--- src/rtl/bbsram_pkg.sv ---
package bbsram_pkg;

    // Bus mode decoded from the strobes and the lockout flag
    typedef enum logic [2:0] {
        MD_DESEL  = 3'd0,
        MD_WRITE  = 3'd1,
        MD_RD_DRV = 3'd2,
        MD_RD_HIZ = 3'd3,
        MD_LOCK   = 3'd4
    } bb_mode_e;

endpackage

--- src/rtl/bbsram_mode_dec.sv ---
module bbsram_mode_dec
    import bbsram_pkg::*;
(
    input  logic     ce_n,
    input  logic     oe_n,
    input  logic     we_n,
    input  logic     lock,
    output bb_mode_e mode
);

    // Lockout wins over everything; then select, then write over read
    always_comb begin
        if (lock)
            mode = MD_LOCK;
        else if (ce_n)
            mode = MD_DESEL;
        else if (!we_n)
            mode = MD_WRITE;
        else if (!oe_n)
            mode = MD_RD_DRV;
        else
            mode = MD_RD_HIZ;
    end

endmodule

--- src/rtl/bbsram_array.sv ---
module bbsram_array #(
    parameter int ADDR_W = 8,
    parameter int DATA_W = 8
) (
    input  logic              clk,
    input  logic              wr_en,
    input  logic [ADDR_W-1:0] wr_addr,
    input  logic [DATA_W-1:0] wr_data,
    input  logic [ADDR_W-1:0] rd_addr,
    output logic [DATA_W-1:0] rd_data
);

    localparam int DEPTH = 1 << ADDR_W;

    logic [DATA_W-1:0] cells [DEPTH];

    // Storage is not reset: it models retained contents
    always_ff @(posedge clk) begin
        if (wr_en)
            cells[wr_addr] <= wr_data;
    end

    assign rd_data = cells[rd_addr];

endmodule

--- src/rtl/bbsram_pwr_sel.sv ---
module bbsram_pwr_sel (
    input  logic below_pf,
    input  logic below_lo,
    output logic use_batt
);

    // Switch point is the lower threshold: supply must be under both
    assign use_batt = below_pf & below_lo;

endmodule

--- src/rtl/bbsram_port.sv ---
module bbsram_port
    import bbsram_pkg::*;
#(
    parameter int ADDR_W  = 8,
    parameter int DATA_W  = 8,
    parameter int OFF_DLY = 3,
    parameter int RECOV   = 4
) (
    input  logic              clk,
    input  logic              rst_n,
    input  logic              ce_n,
    input  logic              oe_n,
    input  logic              we_n,
    input  logic [ADDR_W-1:0] addr,
    input  logic [DATA_W-1:0] dq_in,
    output logic [DATA_W-1:0] dq_out,
    output logic              dq_oe,
    input  logic              pf_flag,
    input  logic              lo_flag,
    output logic              on_battery,
    output logic              err_pulse,
    output logic              addr_viol
);

    localparam int OFF_W = (OFF_DLY < 1) ? 1 : $clog2(OFF_DLY + 1);
    localparam int REC_W = (RECOV < 1) ? 1 : $clog2(RECOV + 1);

    typedef struct packed {
        logic              prev_sel;
        logic              prev_w;
        logic              ign;
        logic              wr_on;
        logic              wr_bad;
        logic [ADDR_W-1:0] wr_addr;
        logic [DATA_W-1:0] wr_data;
        logic [OFF_W-1:0]  off_cnt;
        logic [REC_W-1:0]  rec_cnt;
        logic              dq_oe;
        logic [DATA_W-1:0] dq_out;
        logic              batt;
        logic              err;
        logic              aviol;
    } port_st_t;

    port_st_t st_d, st_q;

    bb_mode_e          mode;
    logic              batt_req;
    logic [DATA_W-1:0] rd_data;
    logic              mem_we;

    bbsram_mode_dec u_dec (
        .ce_n (ce_n),
        .oe_n (oe_n),
        .we_n (we_n),
        .lock (pf_flag),
        .mode (mode)
    );

    bbsram_pwr_sel u_pwr (
        .below_pf (pf_flag),
        .below_lo (lo_flag),
        .use_batt (batt_req)
    );

    bbsram_array #(
        .ADDR_W (ADDR_W),
        .DATA_W (DATA_W)
    ) u_mem (
        .clk     (clk),
        .wr_en   (mem_we),
        .wr_addr (st_q.wr_addr),
        .wr_data (st_q.wr_data),
        .rd_addr (addr),
        .rd_data (rd_data)
    );

    logic sel, wcond, sel_rise, w_rise, rec_busy, accept, rd_drv, wr_drv;

    always_comb begin
        st_d        = st_q;
        st_d.err    = 1'b0;
        st_d.aviol  = 1'b0;
        mem_we      = 1'b0;

        sel      = ~ce_n;
        wcond    = ~ce_n & ~we_n;
        sel_rise = sel & ~st_q.prev_sel;
        w_rise   = wcond & ~st_q.prev_w;
        rec_busy = (st_q.rec_cnt != '0);

        st_d.prev_sel = sel;
        st_d.prev_w   = wcond;
        st_d.batt     = batt_req;

        if (rec_busy)
            st_d.rec_cnt = st_q.rec_cnt - 1'b1;

        // Early cycle start: refuse it until the select is released
        if (!sel)
            st_d.ign = 1'b0;
        else if ((sel_rise | w_rise) && rec_busy && !pf_flag) begin
            st_d.ign = 1'b1;
            st_d.err = 1'b1;
        end

        accept = ~st_d.ign & ~pf_flag;

        if (st_q.wr_on) begin
            if (st_q.off_cnt != '0)
                st_d.off_cnt = st_q.off_cnt - 1'b1;
            if (pf_flag) begin
                // lockout mid-write: drop the byte
                st_d.wr_on   = 1'b0;
                st_d.off_cnt = '0;
            end else if (!wcond) begin
                // first strobe released: commit unless flagged
                st_d.wr_on   = 1'b0;
                st_d.off_cnt = '0;
                mem_we       = ~st_q.wr_bad;
                st_d.rec_cnt = REC_W'(RECOV);
            end else begin
                st_d.wr_data = dq_in;
                if ((addr != st_q.wr_addr) && !st_q.wr_bad) begin
                    st_d.wr_bad = 1'b1;
                    st_d.aviol  = 1'b1;
                end
            end
        end else if (w_rise && accept) begin
            st_d.wr_on   = 1'b1;
            st_d.wr_bad  = 1'b0;
            st_d.wr_addr = addr;
            st_d.wr_data = dq_in;
            st_d.off_cnt = oe_n ? '0 : OFF_W'(OFF_DLY);
        end

        rd_drv = (mode == MD_RD_DRV) && !st_d.ign;
        wr_drv = st_d.wr_on && (st_d.off_cnt != '0) && !oe_n && !pf_flag;

        st_d.dq_oe  = rd_drv | wr_drv;
        st_d.dq_out = (rd_drv | wr_drv) ? rd_data : '0;
    end

    always_ff @(posedge clk or negedge rst_n) begin
        if (!rst_n)
            st_q <= '0;
        else
            st_q <= st_d;
    end

    assign dq_out     = st_q.dq_out;
    assign dq_oe      = st_q.dq_oe;
    assign on_battery = st_q.batt;
    assign err_pulse  = st_q.err;
    assign addr_viol  = st_q.aviol;

endmodule

--- config.mk ---
export PLATFORM = sky130hd
export DESIGN_NAME = bbsram_port
export DESIGN_NICKNAME = d
export VERILOG_FILES = /design/src/rtl/bbsram_pkg.sv /design/src/rtl/bbsram_mode_dec.sv /design/src/rtl/bbsram_array.sv /design/src/rtl/bbsram_pwr_sel.sv /design/src/rtl/bbsram_port.sv
export SDC_FILE = /design/constraint.sdc
export NUM_CORES = 2
export LEC_CHECK = 0
export BUFFER_PORTS_ARGS = -buffer_cell sky130_fd_sc_hd__buf_2
export CORE_ASPECT_RATIO = 1.75
export CORE_MARGIN = 10
export CORE_UTILIZATION = 39
export DETAILED_ROUTE_END_ITERATION = 8
export SLEW_MARGIN = 20
export SYNTH_ARGS = -nofsm -noshare
export SYNTH_HDL_FRONTEND = slang
export SYNTH_SLANG_ARGS = --single-unit
--- constraint.sdc ---
create_clock -name clk -period 11.29 [get_ports clk]
set_input_delay 2.258 -clock clk [delete_from_list [all_inputs] [get_ports clk]]
set_output_delay 2.258 -clock clk [all_outputs]
set_load 0.005 [all_outputs]
==> metrics <==
Die ar.=0.230 sq mm; worst-path fanout max=69; Worst IR Drop VDD=0.209 mV; Core ar.=between 0.2 and 0.25 sq mm; postcts setup bufs=0; Max-Cap Viols=0; Seq/Total Area, Yosys=0.760; Worst Setup End Kind=register; initial antenna violation count=10; Final ANT Viol Nets=0; vias in the first global route=43,200; CP arrival=6.65 ns; Starting Density=0.393; EDFF count, synth=approximately 2,000; GR Overflow Total=0; critical path cell sequence=buf_8 > buf_4 > buf_4 > mux4_2 > nand2_1 > a21oi_1 > or2_2 > a2111oi_0 > o22ai_1; Clock Path Buffers=4; ys flop type=edfxtp_1; Top Ports=35; FF-to-FF setup slack=between 7 and 8 ns; Hold/Removal Path Class=reg -> reg; Max Clock Freq=167 MHz; DIE HEIGHT=627 um; TritonCTS clock tree=built; Final Critical Period=5.99 ns; hold buffers post-CTS=0; Area contributors post-synth=edfxtp_1 (75%), mux4_2 (8.3%), mux2i_1 (5.3%); hpwl dp=146,000 um; actual slew at the worst max-slew pin=around 1.4 ns; Cells after Synth=4,228; filler cell count=17,900; Total Wirelength=236,000 um; H-tree lvl count=4; # resized after CTS=0; skew final=0.0410 ns; crit path max-delay cell type=a2111oi_0; Fin Setup TNS=0 ns; RSZ-0062 raised after global routing=false; library cells used by synthesis=70; Post-synth ARST share=0.0182; Worst Path Class, Setup=in -> reg; Synth Register Bits=approximately 2,100; Worst-Skew Late Latency=0.84 ns; detailed-route DRC error count=0; Hold Path Depth=2; DRT Pass-1 Iters=8; largest net degree at the start of global routing=180; Worst path top cell family by delay=buffers and inverters; max-slew violations=0; port bufs=34; routed len/inst=32.8 um; setup violators final=0; clock-pin slew on the worst setup and hold paths=0.07 ns; reg2reg path depth=5; Avg Inst Size Synth=19.4 sq um; share of the synthesized area in the top cell type=0.749; area leader, netlist=edfxtp_1; Tcrit/Tclk final=0.531; crit start category=input pin; vias per inst=5.89; Starting DRT DRC Count=4,279; Power Total=17,200 uW; row count=222; nets=4,283; Mapped Area=0.0821 sq mm; CP peak stage delay=0.95 ns; Crit. path cell count=9; clock buffer count from CTS=180; Total GRT Usage=0.200; TritonCTS Sinks=2,086; width of the die=367 um; synth-to-layout area growth=10.4%; Ys Warns=0; first-pass GRT wire length=333,000 um; Fin. Hold Viols=0; outcome=completed; Post-synth top cells=edfxtp_1 (2,048), mux2i_1 (434), mux4_2 (302); most common cell in the synthesized netlist=edfxtp_1; gp weighted congestion=around 0.85; Leak=roughly 0.029 uW; Rel. slew slack=0.0876; Post-Synthesis Net Count=4,254; Req. time, crit path=11.94 ns; DR vias=roughly 42,000; Critical Path Most Common Cell=buf_4; P per Cell Area=190 mW/mm^2; CP bufs+invs=3; share of layout cells above drive strength 1=0.166; root buf cell=clkbuf_16
[worst register-to-register path: stages, from the launching register on]
cell,delay [ns]
dfrtp_1,0.51
nor3b_1,0.63
and2_1,0.43
nor3b_1,0.47
nand2_1,0.67
nor2_1,1.03
[placed cells by master (no fill, tap or decap), types with 8 or more instances in the layout]
| cell | count |
|---|---|
| edfxtp_1 | 2048 |
| mux2i_1 | 434 |
| mux4_2 | 302 |
| nor2_1 | 296 |
| clkbuf_16 | 186 |
| a221oi_1 | 170 |
| o21ai_0 | 98 |
| nand2_1 | 77 |
| buf_4 | 77 |
| a21oi_1 | 73 |
| a22oi_1 | 48 |
| clkbuf_1 | 46 |
| clkinv_1 | 32 |
| nand3_1 | 32 |
| a221o_1 | 31 |
| dfrtp_1 | 30 |
| clkinv_2 | 30 |
| buf_2 | 28 |
| nor3_1 | 23 |
| a211oi_1 | 20 |
| mux2_2 | 20 |
| o211ai_1 | 19 |
| o31ai_1 | 16 |
| nand2b_1 | 16 |
| bufinv_16 | 15 |
| nor2b_1 | 13 |
| buf_12 | 13 |
| a31oi_1 | 12 |
| inv_1 | 10 |
| o22ai_1 | 10 |
| and2_1 | 9 |
| nor4_1 | 9 |
| nand4_1 | 9 |
| xnor2_1 | 8 |
| dfrtp_4 | 8 |
[metal layers]
metal	global-route usage	up-vias	wire, um
li1	-	17400	-
met1	0.226	22500	81200
met2	0.358	1942	123000
met3	0.0292	522	15600
met4	0.117	6	16200
met5	0	-	33
[area by class of cell]
type,count,area (sq um),share of cell area
clock buffer,232,4830,0.0532
sequential,2086,62500,0.689
multi-input combinational,1852,18000,0.198
antenna,6,15.0,0.000166
inverter,13,53.8,0.000593
timing repair buffer,124,1070,0.0118
tap,2800,3500,0.0386
clock inverter,84,788,0.00869
[flip-flops by register name, summed over array words and instances, names as in the netlist]
name	cells
dq_oe	1
err_pulse	1
st_q	26
dq_out	8
addr_viol	1
u_mem.cells	2048
on_battery	1
[logic make-up after synthesis]
logic type,after synthesis,synth area share
flops,2086,0.760
mux,756,0.138
compound gates,561,0.0502
simple gates,523,0.0275
buf+inv,290,0.0220
xor+xnor,9,0.000960
fa+ha+maj,3,0.000457
[per-stage QoR]
stage               area [sq um]  instances   util  hold slack, ns  setup slack [ns]
finish                     90700       7197  0.434           0.511              5.30
global route               90700       7197  0.434           0.558              5.11
CTS                        90600       7190  0.433           0.518              5.32
detailed placement         85000       6874  0.407           0.504              4.46
global placement           85000       6873  0.406           0.499              4.49
floorplan                  82100       4228      -           0.477              6.94
[power by group]
part           internal [uW]  switching (uW)  leakage, uW
Combinational            327            1290      0.00687
Clock                   3360            2760      0.00274
Sequential              9250             270       0.0189
[worst paths after layout]
kind	to	start
worst max-delay path	dq_out[5]$_DFF_PN0_	addr[0]
worst min-delay path	st_q[13]$_DFF_PN0_	st_q[13]$_DFF_PN0_
worst max register to register	u_mem.cells[7][2]$_DFFE_PP_	st_q[34]$_DFF_PN0_
worst min register to register	st_q[13]$_DFF_PN0_	st_q[13]$_DFF_PN0_
max in group asynchronous	st_q[19]$_DFFE_PN0P_	rst_n
min in group asynchronous	st_q[24]$_DFFE_PN0P_	rst_n
Note: power is estimated with default switching activity, not from simulation.
